File: src/rtl/mdio_mgmt_pkg.sv
`timescale 1ns/1ps
package mdio_mgmt_pkg;
    localparam int REG_AW    = 3;
    localparam int BUS_W     = 16;
    localparam int PHY_AW    = 5;
    localparam int REG_W     = 5;
    localparam int DATA_W    = 16;
    localparam int PRE_LEN   = 32;
    localparam int FRAME_LEN = PRE_LEN + 2 + 2 + PHY_AW + REG_W + 2 + DATA_W;
    localparam int TA_POS    = PRE_LEN + 4 + PHY_AW + REG_W;
    localparam int DATA_POS  = TA_POS + 2;
    localparam int SEL_W     = 3;
    localparam int DIV_SLOW  = 40;
    localparam int CNT_W     = $clog2(DIV_SLOW + 1);

    localparam logic [REG_AW-1:0] OFS_CFG    = 3'd0;
    localparam logic [REG_AW-1:0] OFS_ADDR   = 3'd1;
    localparam logic [REG_AW-1:0] OFS_CMD    = 3'd2;
    localparam logic [REG_AW-1:0] OFS_WDATA  = 3'd3;
    localparam logic [REG_AW-1:0] OFS_STATUS = 3'd4;
    localparam logic [REG_AW-1:0] OFS_RDATA  = 3'd5;

    localparam int CFG_RST_BIT  = 15;
    localparam int ADDR_PHY_LSB = 8;
    localparam int ST_BUSY_BIT  = 0;
    localparam int ST_PEND_BIT  = 2;

    typedef enum logic [1:0] {
        ST_IDLE,
        ST_SYNC,
        ST_PRE,
        ST_FRAME
    } mdio_state_t;

    function automatic int unsigned div_of(logic [SEL_W-1:0] sel);
        return (sel < 3'd4) ? (32'd4 << sel) : DIV_SLOW;
    endfunction
endpackage

File: src/rtl/mdio_clkdiv.sv
`timescale 1ns/1ps
module mdio_clkdiv
    import mdio_mgmt_pkg::*;
(
    input  logic             clk,
    input  logic             rst_n,
    input  logic             hold,
    input  logic             reload,
    input  logic [SEL_W-1:0] sel,
    output logic             mdc,
    output logic             rise_tick,
    output logic             fall_tick
);
    logic [CNT_W-1:0] cnt;
    logic [CNT_W-1:0] div_v;
    logic [CNT_W-1:0] half_v;

    assign div_v     = CNT_W'(div_of(sel));
    assign half_v    = div_v >> 1;
    assign rise_tick = !hold && (cnt == half_v - 1'b1);
    assign fall_tick = !hold && (cnt >= div_v - 1'b1);

    always_ff @(posedge clk or negedge rst_n) begin
        if (!rst_n) begin
            cnt <= '0;
            mdc <= 1'b0;
        end else if (hold || reload) begin
            cnt <= '0;
            mdc <= 1'b0;
        end else if (fall_tick) begin
            cnt <= '0;
            mdc <= 1'b0;
        end else begin
            cnt <= cnt + 1'b1;
            if (rise_tick) mdc <= 1'b1;
        end
    end
endmodule

File: src/rtl/mdio_regfile.sv
`timescale 1ns/1ps
module mdio_regfile
    import mdio_mgmt_pkg::*;
(
    input  logic              clk,
    input  logic              rst_n,
    input  logic              wr_en,
    input  logic [REG_AW-1:0] wr_addr,
    input  logic [BUS_W-1:0]  wr_data,
    input  logic [REG_AW-1:0] rd_addr,
    output logic [BUS_W-1:0]  rd_data,
    input  logic              busy,
    input  logic              rd_pend,
    input  logic [DATA_W-1:0] rdata,
    output logic              cfg_rst,
    output logic [SEL_W-1:0]  cfg_sel,
    output logic [PHY_AW-1:0] phy_ad,
    output logic [REG_W-1:0]  reg_ad,
    output logic [DATA_W-1:0] wdata,
    output logic              wr_go,
    output logic              rd_go,
    output logic              sel_reload
);
    logic              cmd_q;
    logic [DATA_W-1:0] wdata_q;

    assign wr_go      = wr_en && (wr_addr == OFS_WDATA) && !busy && !cfg_rst;
    assign rd_go      = wr_en && (wr_addr == OFS_CMD) && wr_data[0] && !busy && !cfg_rst;
    assign sel_reload = wr_en && (wr_addr == OFS_CFG) && (wr_data[SEL_W-1:0] != cfg_sel);
    assign wdata      = wr_data[DATA_W-1:0];

    always_ff @(posedge clk or negedge rst_n) begin
        if (!rst_n) begin
            cfg_rst <= 1'b0;
            cfg_sel <= '0;
            phy_ad  <= '0;
            reg_ad  <= '0;
            cmd_q   <= 1'b0;
            wdata_q <= '0;
        end else begin
            if (wr_en && wr_addr == OFS_CFG) begin
                cfg_rst <= wr_data[CFG_RST_BIT];
                cfg_sel <= wr_data[SEL_W-1:0];
            end
            if (wr_en && wr_addr == OFS_ADDR) begin
                phy_ad <= wr_data[ADDR_PHY_LSB +: PHY_AW];
                reg_ad <= wr_data[REG_W-1:0];
            end
            if (wr_en && wr_addr == OFS_CMD) cmd_q <= wr_data[0];
            if (wr_go) wdata_q <= wr_data[DATA_W-1:0];
        end
    end

    always_comb begin
        rd_data = '0;
        case (rd_addr)
            OFS_CFG: begin
                rd_data[CFG_RST_BIT] = cfg_rst;
                rd_data[SEL_W-1:0]   = cfg_sel;
            end
            OFS_ADDR: begin
                rd_data[ADDR_PHY_LSB +: PHY_AW] = phy_ad;
                rd_data[REG_W-1:0]              = reg_ad;
            end
            OFS_CMD:    rd_data[0] = cmd_q;
            OFS_WDATA:  rd_data[DATA_W-1:0] = wdata_q;
            OFS_STATUS: begin
                rd_data[ST_BUSY_BIT] = busy;
                rd_data[ST_PEND_BIT] = rd_pend;
            end
            OFS_RDATA:  rd_data[DATA_W-1:0] = rdata;
            default:    rd_data = '0;
        endcase
    end
endmodule

File: src/rtl/mdio_frame_fsm.sv
`timescale 1ns/1ps
module mdio_frame_fsm
    import mdio_mgmt_pkg::*;
(
    input  logic              clk,
    input  logic              rst_n,
    input  logic              hold,
    input  logic              rise_tick,
    input  logic              fall_tick,
    input  logic              wr_go,
    input  logic              rd_go,
    input  logic [PHY_AW-1:0] phy_ad,
    input  logic [REG_W-1:0]  reg_ad,
    input  logic [DATA_W-1:0] wdata,
    input  logic              mdio_i,
    output logic              busy,
    output logic              rd_pend,
    output logic [DATA_W-1:0] rdata,
    output logic              mdio_o,
    output logic              mdio_oe
);
    localparam int CNT_BW = $clog2(FRAME_LEN);

    mdio_state_t          state_q, state_d;
    logic [FRAME_LEN-1:0] shreg;
    logic [CNT_BW-1:0]    bitcnt;
    logic                 is_rd;
    logic [DATA_W-1:0]    cap;
    logic                 last_pre, last_bit, launch;
    logic [FRAME_LEN-1:0] frame_w, frame_r;

    assign last_pre = (bitcnt == CNT_BW'(PRE_LEN - 1));
    assign last_bit = (bitcnt == CNT_BW'(FRAME_LEN - 1));
    assign launch   = (state_q == ST_IDLE) && (wr_go || rd_go);
    assign frame_w  = {{PRE_LEN{1'b1}}, 2'b01, 2'b01, phy_ad, reg_ad, 2'b10, wdata};
    assign frame_r  = {{PRE_LEN{1'b1}}, 2'b01, 2'b10, phy_ad, reg_ad, {(2 + DATA_W){1'b1}}};

    always_comb begin
        state_d = state_q;
        if (hold) begin
            state_d = ST_IDLE;
        end else begin
            unique case (state_q)
                ST_IDLE:  if (wr_go || rd_go)         state_d = ST_SYNC;
                ST_SYNC:  if (fall_tick)              state_d = ST_PRE;
                ST_PRE:   if (fall_tick && last_pre)  state_d = ST_FRAME;
                ST_FRAME: if (fall_tick && last_bit)  state_d = ST_IDLE;
                default:                              state_d = ST_IDLE;
            endcase
        end
    end

    always_ff @(posedge clk or negedge rst_n) begin
        if (!rst_n) state_q <= ST_IDLE;
        else        state_q <= state_d;
    end

    always_ff @(posedge clk or negedge rst_n) begin
        if (!rst_n) begin
            shreg   <= '1;
            bitcnt  <= '0;
            is_rd   <= 1'b0;
            cap     <= '0;
            rdata   <= '0;
            rd_pend <= 1'b0;
        end else if (hold) begin
            bitcnt  <= '0;
            rd_pend <= 1'b0;
        end else begin
            if (launch) begin
                shreg  <= rd_go ? frame_r : frame_w;
                is_rd  <= rd_go;
                bitcnt <= '0;
                if (rd_go) rd_pend <= 1'b1;
            end
            if (state_q == ST_SYNC && fall_tick) bitcnt <= '0;
            if ((state_q == ST_PRE || state_q == ST_FRAME) && fall_tick) begin
                shreg  <= {shreg[FRAME_LEN-2:0], 1'b1};
                bitcnt <= bitcnt + 1'b1;
            end
            if (state_q == ST_FRAME && rise_tick && is_rd && bitcnt >= CNT_BW'(DATA_POS))
                cap <= {cap[DATA_W-2:0], mdio_i};
            if (state_q == ST_FRAME && fall_tick && last_bit && is_rd) begin
                rdata   <= cap;
                rd_pend <= 1'b0;
            end
        end
    end

    always_comb begin
        busy    = (state_q != ST_IDLE);
        mdio_o  = shreg[FRAME_LEN-1];
        mdio_oe = (state_q == ST_PRE) ||
                  ((state_q == ST_FRAME) && (!is_rd || bitcnt < CNT_BW'(TA_POS)));
    end
endmodule

File: src/rtl/mdio_mgmt_ctrl.sv
`timescale 1ns/1ps
module mdio_mgmt_ctrl
    import mdio_mgmt_pkg::*;
(
    input  logic              clk,
    input  logic              rst_n,
    input  logic              wr_en,
    input  logic [REG_AW-1:0] wr_addr,
    input  logic [BUS_W-1:0]  wr_data,
    input  logic [REG_AW-1:0] rd_addr,
    output logic [BUS_W-1:0]  rd_data,
    output logic              mdc,
    output logic              mdio_o,
    output logic              mdio_oe,
    input  logic              mdio_i
);
    logic              busy, rd_pend, cfg_rst, sel_reload;
    logic              wr_go, rd_go, rise_tick, fall_tick;
    logic [SEL_W-1:0]  cfg_sel;
    logic [PHY_AW-1:0] phy_ad;
    logic [REG_W-1:0]  reg_ad;
    logic [DATA_W-1:0] wdata, rdata;

    mdio_regfile u_regs (
        .clk(clk), .rst_n(rst_n), .wr_en(wr_en), .wr_addr(wr_addr), .wr_data(wr_data),
        .rd_addr(rd_addr), .rd_data(rd_data), .busy(busy), .rd_pend(rd_pend),
        .rdata(rdata), .cfg_rst(cfg_rst), .cfg_sel(cfg_sel), .phy_ad(phy_ad),
        .reg_ad(reg_ad), .wdata(wdata), .wr_go(wr_go), .rd_go(rd_go),
        .sel_reload(sel_reload)
    );

    mdio_clkdiv u_div (
        .clk(clk), .rst_n(rst_n), .hold(cfg_rst), .reload(sel_reload), .sel(cfg_sel),
        .mdc(mdc), .rise_tick(rise_tick), .fall_tick(fall_tick)
    );

    mdio_frame_fsm u_fsm (
        .clk(clk), .rst_n(rst_n), .hold(cfg_rst), .rise_tick(rise_tick),
        .fall_tick(fall_tick), .wr_go(wr_go), .rd_go(rd_go), .phy_ad(phy_ad),
        .reg_ad(reg_ad), .wdata(wdata), .mdio_i(mdio_i), .busy(busy),
        .rd_pend(rd_pend), .rdata(rdata), .mdio_o(mdio_o), .mdio_oe(mdio_oe)
    );
endmodule

File: config.mk
export PLATFORM = sky130hd
export DESIGN_NAME = mdio_mgmt_ctrl
export DESIGN_NICKNAME = d
export VERILOG_FILES = /design/src/rtl/mdio_mgmt_pkg.sv /design/src/rtl/mdio_clkdiv.sv /design/src/rtl/mdio_regfile.sv /design/src/rtl/mdio_frame_fsm.sv /design/src/rtl/mdio_mgmt_ctrl.sv
export SDC_FILE = /design/constraint.sdc
export NUM_CORES = 1
export LEC_CHECK = 0
export ABC_AREA = 1
export BUFFER_PORTS_ARGS = -buffer_cell sky130_fd_sc_hd__buf_2
export CAP_MARGIN = 40
export CORE_MARGIN = 1
export CORE_UTILIZATION = 50
export CTS_CLUSTER_DIAMETER = 200
export DETAILED_ROUTE_END_ITERATION = 8
export PLACE_DENSITY = 0.73
export SKIP_CTS_REPAIR_TIMING = 1
export SYNTH_ARGS = -nofsm -noshare
export SYNTH_HDL_FRONTEND = slang
export SYNTH_HIERARCHICAL = 1
export SYNTH_SLANG_ARGS = --single-unit
File: constraint.sdc
create_clock -name clk -period 5.85 [get_ports clk]
set_input_delay 0.2925 -clock clk [delete_from_list [all_inputs] [get_ports clk]]
set_output_delay 0.2925 -clock clk [all_outputs]
set_load 0.03 [all_outputs]
* Word-level counts from Yosys, hierarchy flattened
Cells that the tools add are included.
** Cells by class
- Shift-type cells :: 1
- Eq/ne operators :: 19
- Magnitude comparators :: 4
- Mux-type cells :: 31
- Bitwise logic cells :: 1
- Reductions and logical operators :: 47
- Add/sub/neg operators :: 4
** Operator list (number)
- 64-bit 2-to-1 mux :: 2
- 6-bit 2-to-1 mux :: 7
- 30-bit 2-to-1 mux :: 1
- 1-bit logical AND :: 24
- 5-bit case mux with 3 select lines :: 1
- 6-bit by 1-bit adder with 6-bit output (second input constant) :: 2
- 3-bit by 2-bit == test with 1-bit output (second input constant) :: 4
- 2-bit 2-to-1 mux :: 5
- 2-bit AND reduction :: 5
- 3-bit by 2-bit != test with 1-bit output (second input constant) :: 3
- 3-bit nonzero test :: 3
- 2-bit case mux with 4 select lines :: 1
- 1-bit 2-to-1 mux :: 7
- 3-bit by 1-bit == test with 1-bit output (second input constant) :: 2
- 3-bit == test (second input constant) :: 2
- 6-bit by 5-bit == test with 1-bit output (second input constant) :: 1
- 6-bit == test :: 1
- 6-bit == test (second input constant) :: 1
- 6-bit greater-or-equal comparator :: 1
- 6-bit greater-or-equal comparator (second input constant) :: 1
- 3-bit logical NOT :: 2
- 6-bit less-than comparator (second input constant) :: 1
- 1-bit case mux with 6 select lines :: 1
- 2-bit case mux with 3 select lines :: 1
- other kinds (20) :: 28
** Storage, ports and cells
- Input port bits :: 26
- Output and inout port bits :: 19
- Logic and storage cells :: 122
- Register bits after elaboration :: 144

* Depth between registers and ports, before layout
- Depth after elaboration :: 11
- Mapped depth :: 20
- Depth with buffers taken out :: 19

* Modules after synthesis
Netlist, hierarchy kept.
** Modules (own cells, without submodules)
- mdio_frame_fsm :: area each 4631.9 µm², seq. area each 2732.6 µm², times used 1, cells each 467
- mdio_regfile :: area each 1844.3 µm², seq. area each 775.7 µm², times used 1, cells each 260
- mdio_clkdiv :: area each 544.3 µm², seq. area each 175.2 µm², times used 1, cells each 74

* Worst setup path before layout
OpenSTA, ideal clock, no wires.
- Path kind :: register -> register
- Start :: register u_regs.cfg_sel[2]
- End :: register u_fsm.shreg[36]
- Setup time :: 0.087 ns
- Path slack :: 3.132 ns
- Path buffers :: 2
- Clock period less this slack :: 2.718 ns
- Data required time :: 5.763 ns
- Stages on the path, launching flop included :: 16
- Arrival :: 2.631 ns
- Path through :: dfrtp_1 > nor2_2 > nand2_2 > ha_1 > nand4_1 > nand2_1 > ha_1 > nand2_1 > inv_1 > nand4_1 > a31oi_1 > o21ai_0 > buf_2 > nor2_2 > buf_2 > a22oi_1
** On the way
- Cells in the longest elaborated chain, start to end :: 8
- Elaborated cells on any way between the ends :: 10
- Those cells by class :: 1 x add/sub; 2 x order compare; 1 x shift; 2 x mux; 4 x reduce/logical
** RTL lines
- start, declared :: RTL line mdio_regfile.sv:16 : output logic [SEL_W-1:0] cfg_sel,
- start signal, assigned :: RTL line mdio_regfile.sv:43 : cfg_sel <= wr_data[SEL_W-1:0];
- 3-bit less-than comparator / 3-bit by 3-bit << shifter with 6-bit output (equally long branches) :: RTL line mdio_mgmt_pkg.sv:36 : return (sel < 3'd4) ? (32'd4 << sel) : DIV_SLOW;
- 6-bit 2-to-1 mux (*) :: RTL line mdio_mgmt_pkg.sv:36
- 6-bit by 1-bit subtractor with 6-bit output (*) :: RTL line mdio_clkdiv.sv:21 : assign fall_tick = !hold && (cnt >= div_v - 1'b1);
- 6-bit greater-or-equal comparator (*) :: RTL line mdio_clkdiv.sv:21
- 1-bit logical AND (*) :: RTL line mdio_clkdiv.sv:21
- named net fall_tick :: RTL line mdio_mgmt_ctrl.sv:18 : logic wr_go, rd_go, rise_tick, fall_tick;
- 1-bit logical AND (*) :: RTL line mdio_frame_fsm.sv:77 : if ((state_q == ST_PRE || state_q == ST_FRAME) && fall_tick) begin
- 2-bit nonzero test (no source line)
- 2-bit AND reduction (no source line)
- end signal, assigned :: RTL line mdio_frame_fsm.sv:71 : shreg <= rd_go ? frame_r : frame_w;
- end signal, assigned :: RTL line mdio_frame_fsm.sv:78 : shreg <= {shreg[FRAME_LEN-2:0], 1'b1};
- end, declared :: RTL line mdio_frame_fsm.sv:25 : logic [FRAME_LEN-1:0] shreg;
The timed path passes the listed nets; every way through them passes the cells marked *.
A chain may end at the register's enable or synchronous reset.

* Worst setup path in the final report
- Start :: register u_regs.cfg_sel[2]
- End :: register u_fsm.shreg[2]
Same word-level chain as after synthesis.

==> flow_metrics.env <==
export IMPL_wire_per_inst_um=15.0
export IMPL_firstDrtPassIters=5
export IMPL_synth_top_area_cell="dfrtp_1"
export IMPL_rsz0062_at_grt="false"
export IMPL_cp_data_required_time_ps=6190
export IMPL_die_area_um2=14500
export IMPL_postPlaceCellArea_um2=7210
export IMPL_drc_errors=0
export IMPL_finalSetupViolCount=0
export IMPL_cp_end_kind="flop"
export IMPL_gp_congestion=0.893
export IMPL_ys_warn_count=6
export IMPL_p_leak_nw=3.90
export IMPL_wl_met3_um=864
export IMPL_crit_fanout=53
export IMPL_period_share_pct=65.9
export IMPL_fillCellCount=1208
export IMPL_min_period_ps=3850
export IMPL_num_rows=42
export IMPL_startpoint_type="flop"
export IMPL_pwr_share_clk_pct=36.1
export IMPL_antenna_found_initial=0
export IMPL_worstMarginPinSlew_ps=775
export IMPL_postLayoutCoreUtil_pct=58.3
export IMPL_p_switching_mw=0.919
export IMPL_syn_cell_area_um2=7020
export IMPL_clk_path_buf_depth=2
export IMPL_dpl_cell_count=980
export IMPL_reg2reg_slack_ps=2000
export IMPL_seq_power_share_pct=45.8
export IMPL_fin_tns_setup_ps=0
export IMPL_maxCapViolCount=0
export IMPL_synth_top_area_share_pct=28.5
export IMPL_max_vdd_ir_drop_v=0.000211
export IMPL_grt_pass1_wl_um=25500
export IMPL_pwr_share_comb_pct=18.1
export IMPL_cts_inserted_buffers=17
export IMPL_vias=5327
export IMPL_cts_tree="built"
export IMPL_relSlewSlack_pct=48.2
export IMPL_numPortBuffers=44
export IMPL_initial_utilization_pct=52.2
export IMPL_die_w_um=120
export IMPL_nets=861
export IMPL_synth_area_top_cells="dfrtp_1 (29%), dfstp_2 (24%), nand2_1 (12%)"
export IMPL_drv_slew=0
export IMPL_coreArea_um2=13500
export IMPL_routed_wl_um=15200
export IMPL_track_usage_pct=22.9
export IMPL_power_density_nw_per_um2=394
export IMPL_top_layer="met4"
export IMPL_crit_type="reg2reg"
export IMPL_grt_pass1_vias=5163
export IMPL_antenna_cells=0
export IMPL_synthesis_nets=838
export IMPL_p_int_mw=2.17
export IMPL_ys_seq_area_share_pct=52.5
export IMPL_syn_inst=801
export IMPL_hp_class="in2reg"
export IMPL_ys_ff_latch=144
export IMPL_finClkSkew_ps=8.23
export IMPL_synth_distinct_cells=39
export IMPL_via_per_inst=5.26
export IMPL_postSynthAreaPerCell_um2=8.76
export IMPL_clk_pin_slew_ps=60
export IMPL_io_pins=45
export IMPL_cts_root_buffer="clkbuf_16"
export IMPL_wl_met1_um=6840
export IMPL_syn_to_final_growth_pct=11.6
export IMPL_insertion_delay_ps=420
export IMPL_grt_ovfl_total=0
export IMPL_final_area_um2=7840
export IMPL_drt_iter0_markers=408
export IMPL_final_cell_count_no_fill=1013
export IMPL_met2_length_um=7160
export IMPL_status="complete, no violations"
export IMPL_drive_above_1_share_pct=22.2
export IMPL_sw_frac_of_total_pct=29.8
export IMPL_fmaxAchievable_mhz=260
export IMPL_die_h_um=120
export IMPL_post_dp_hpwl_um=10300
export IMPL_grt_max_degree=70
export IMPL_timing_final_hold_violations=0
export IMPL_arrival_ps=4190
export IMPL_clock_sinks=144
export IMPL_final_antenna_net_count=0
export IMPL_h_tree_depth=4
-- kinds of logic after synthesis --
logic type / count (synthesis) / share of synthesized area, %
adders and majority gates: 11 / 1.96
buffers and inverters: 160 / 10.8
xor gates and xnor gates: 6 / 0.749
AOI/OAI and AO/OA: 153 / 14.1
and+or+nand+nor: 327 / 19.9
DFF: 144 / 52.5
-- Yosys cell counts, drive strengths merged --
master	number
nand2	228
inv	112
dfrtp	80
o21ai	68
dfstp	64
nor2	47
buf	43
a22oi	34
nand3	32
o22ai	16
a21oi	14
ha	11
nand4	10
o211ai	10
o21a	9
clkbuf	5
nor3	4
xnor2	4
nor3b	2
xor2	2
a21boi	1
a31oi	1
and2	1
nand3b	1
or2	1
or3	1
-- registers in the layout, summed over array words and instances (netlist names) --
| signal | cells |
|---|---|
| u_regs/wdata_q | 16 |
| u_fsm/state_q | 2 |
| u_regs/cfg_rst | 1 |
| u_regs/cmd_q | 1 |
| u_fsm/rdata | 16 |
| u_regs/phy_ad | 5 |
| u_div/mdc | 1 |
| u_fsm/bitcnt | 6 |
| u_fsm/cap | 16 |
| u_regs/reg_ad | 5 |
| u_regs/cfg_sel | 3 |
| u_fsm/rd_pend | 1 |
| u_fsm/shreg | 64 |
| u_div/cnt | 6 |
| u_fsm/is_rd | 1 |
-- metrics by stage --
step,setup slack [ps],power (mW),hold WS (ps)
after global routing,1590,3.26,123
after CTS,2030,3.10,-107
final,2000,3.08,107
after detailed placement,2050,1.97,350
after global placement,2140,1.95,342
after floorplan,3130,1.80,-3.09
-- path summary, 6_finish.rpt --
path                                               start                             to  cells after the start
hold reg to reg            u_regs/wdata_q[4]$_DFFE_PN0P_  u_regs/wdata_q[4]$_DFFE_PN0P_                      2
hold / removal                                wr_data[7]  u_regs/wdata_q[7]$_DFFE_PN0P_                      3
setup / recovery           u_regs/cfg_sel[2]$_DFFE_PN0P_     u_fsm/shreg[2]$_DFFE_PN1P_                     16
max in group asynchronous                          rst_n    u_fsm/shreg[13]$_DFFE_PN1P_                      4
min in group asynchronous                          rst_n    u_fsm/bitcnt[3]$_DFFE_PN0P_                      2
setup reg to reg           u_regs/cfg_sel[2]$_DFFE_PN0P_     u_fsm/shreg[2]$_DFFE_PN1P_                     16
-- power groups by stage --
stage / registers [mW] / logic (mW) / clock network [mW]
2_1_floorplan: 1.38 / 0.417 / 0
3_3_place_gp: 1.42 / 0.533 / 0
3_5_place_dp: 1.42 / 0.554 / 0
4_1_cts: 1.41 / 0.558 / 1.14
5_1_grt: 1.44 / 0.642 / 1.18
6_report: 1.41 / 0.557 / 1.11
-- layer usage --
metal | up-vias | track usage [%]
met5 | - | 0
met2 | 160 | 35.7
li1 | 2614 | -
met1 | 2529 | 30.8
met4 | 0 | 9.65
met3 | 24 | 5.14
-- critical path, stage by stage (launching register included) --
cell,delay (ps)
dfrtp_1,460
nor2_2,190
nand2_2,90
ha_1,220
nand4_1,120
nand2_1,90
ha_1,280
nand2_1,50
inv_1,70
nand4_1,120
a31oi_1,310
o21a_1,660
nand2_2,190
nand2_4,260
inv_2,190
buf_12,220
o21ai_0,220
-- placed cells by master, fill, tap and decap left out, types with 3 or more instances in the layout --
cell / Yosys / routed
o21a_1: 9 / 9
clkbuf_16: 0 / 17
buf_2: 15 / 43
nor2_2: 4 / 4
a22oi_1: 34 / 34
nand4_1: 8 / 8
nand2_1: 225 / 225
inv_1: 107 / 107
o22ai_1: 16 / 16
clkinv_4: 0 / 3
ha_1: 11 / 11
a21oi_1: 5 / 5
dfstp_2: 64 / 64
o21ai_2: 9 / 9
a21oi_2: 9 / 9
bufinv_16: 0 / 3
clkinv_2: 0 / 4
nand3_1: 31 / 31
o211ai_1: 10 / 10
nor2_1: 41 / 41
buf_4: 19 / 5
o21ai_0: 59 / 58
dfrtp_1: 80 / 80
xnor2_1: 4 / 4
inv_2: 5 / 5
-- layout make-up --
type                            instances  area [µm²]  area share, %
Clock buffer                           19         453           5.78
Clock inverter                         13         160           2.04
Inverter                              112         420           5.36
Multi-Input combinational cell        497        2580           32.9
Sequential cell                       144        3680           47.0
Tap cell                              176         220           2.81
Timing Repair Buffer                   52         322           4.10
No activity file was read; power rests on OpenSTA's default activity.
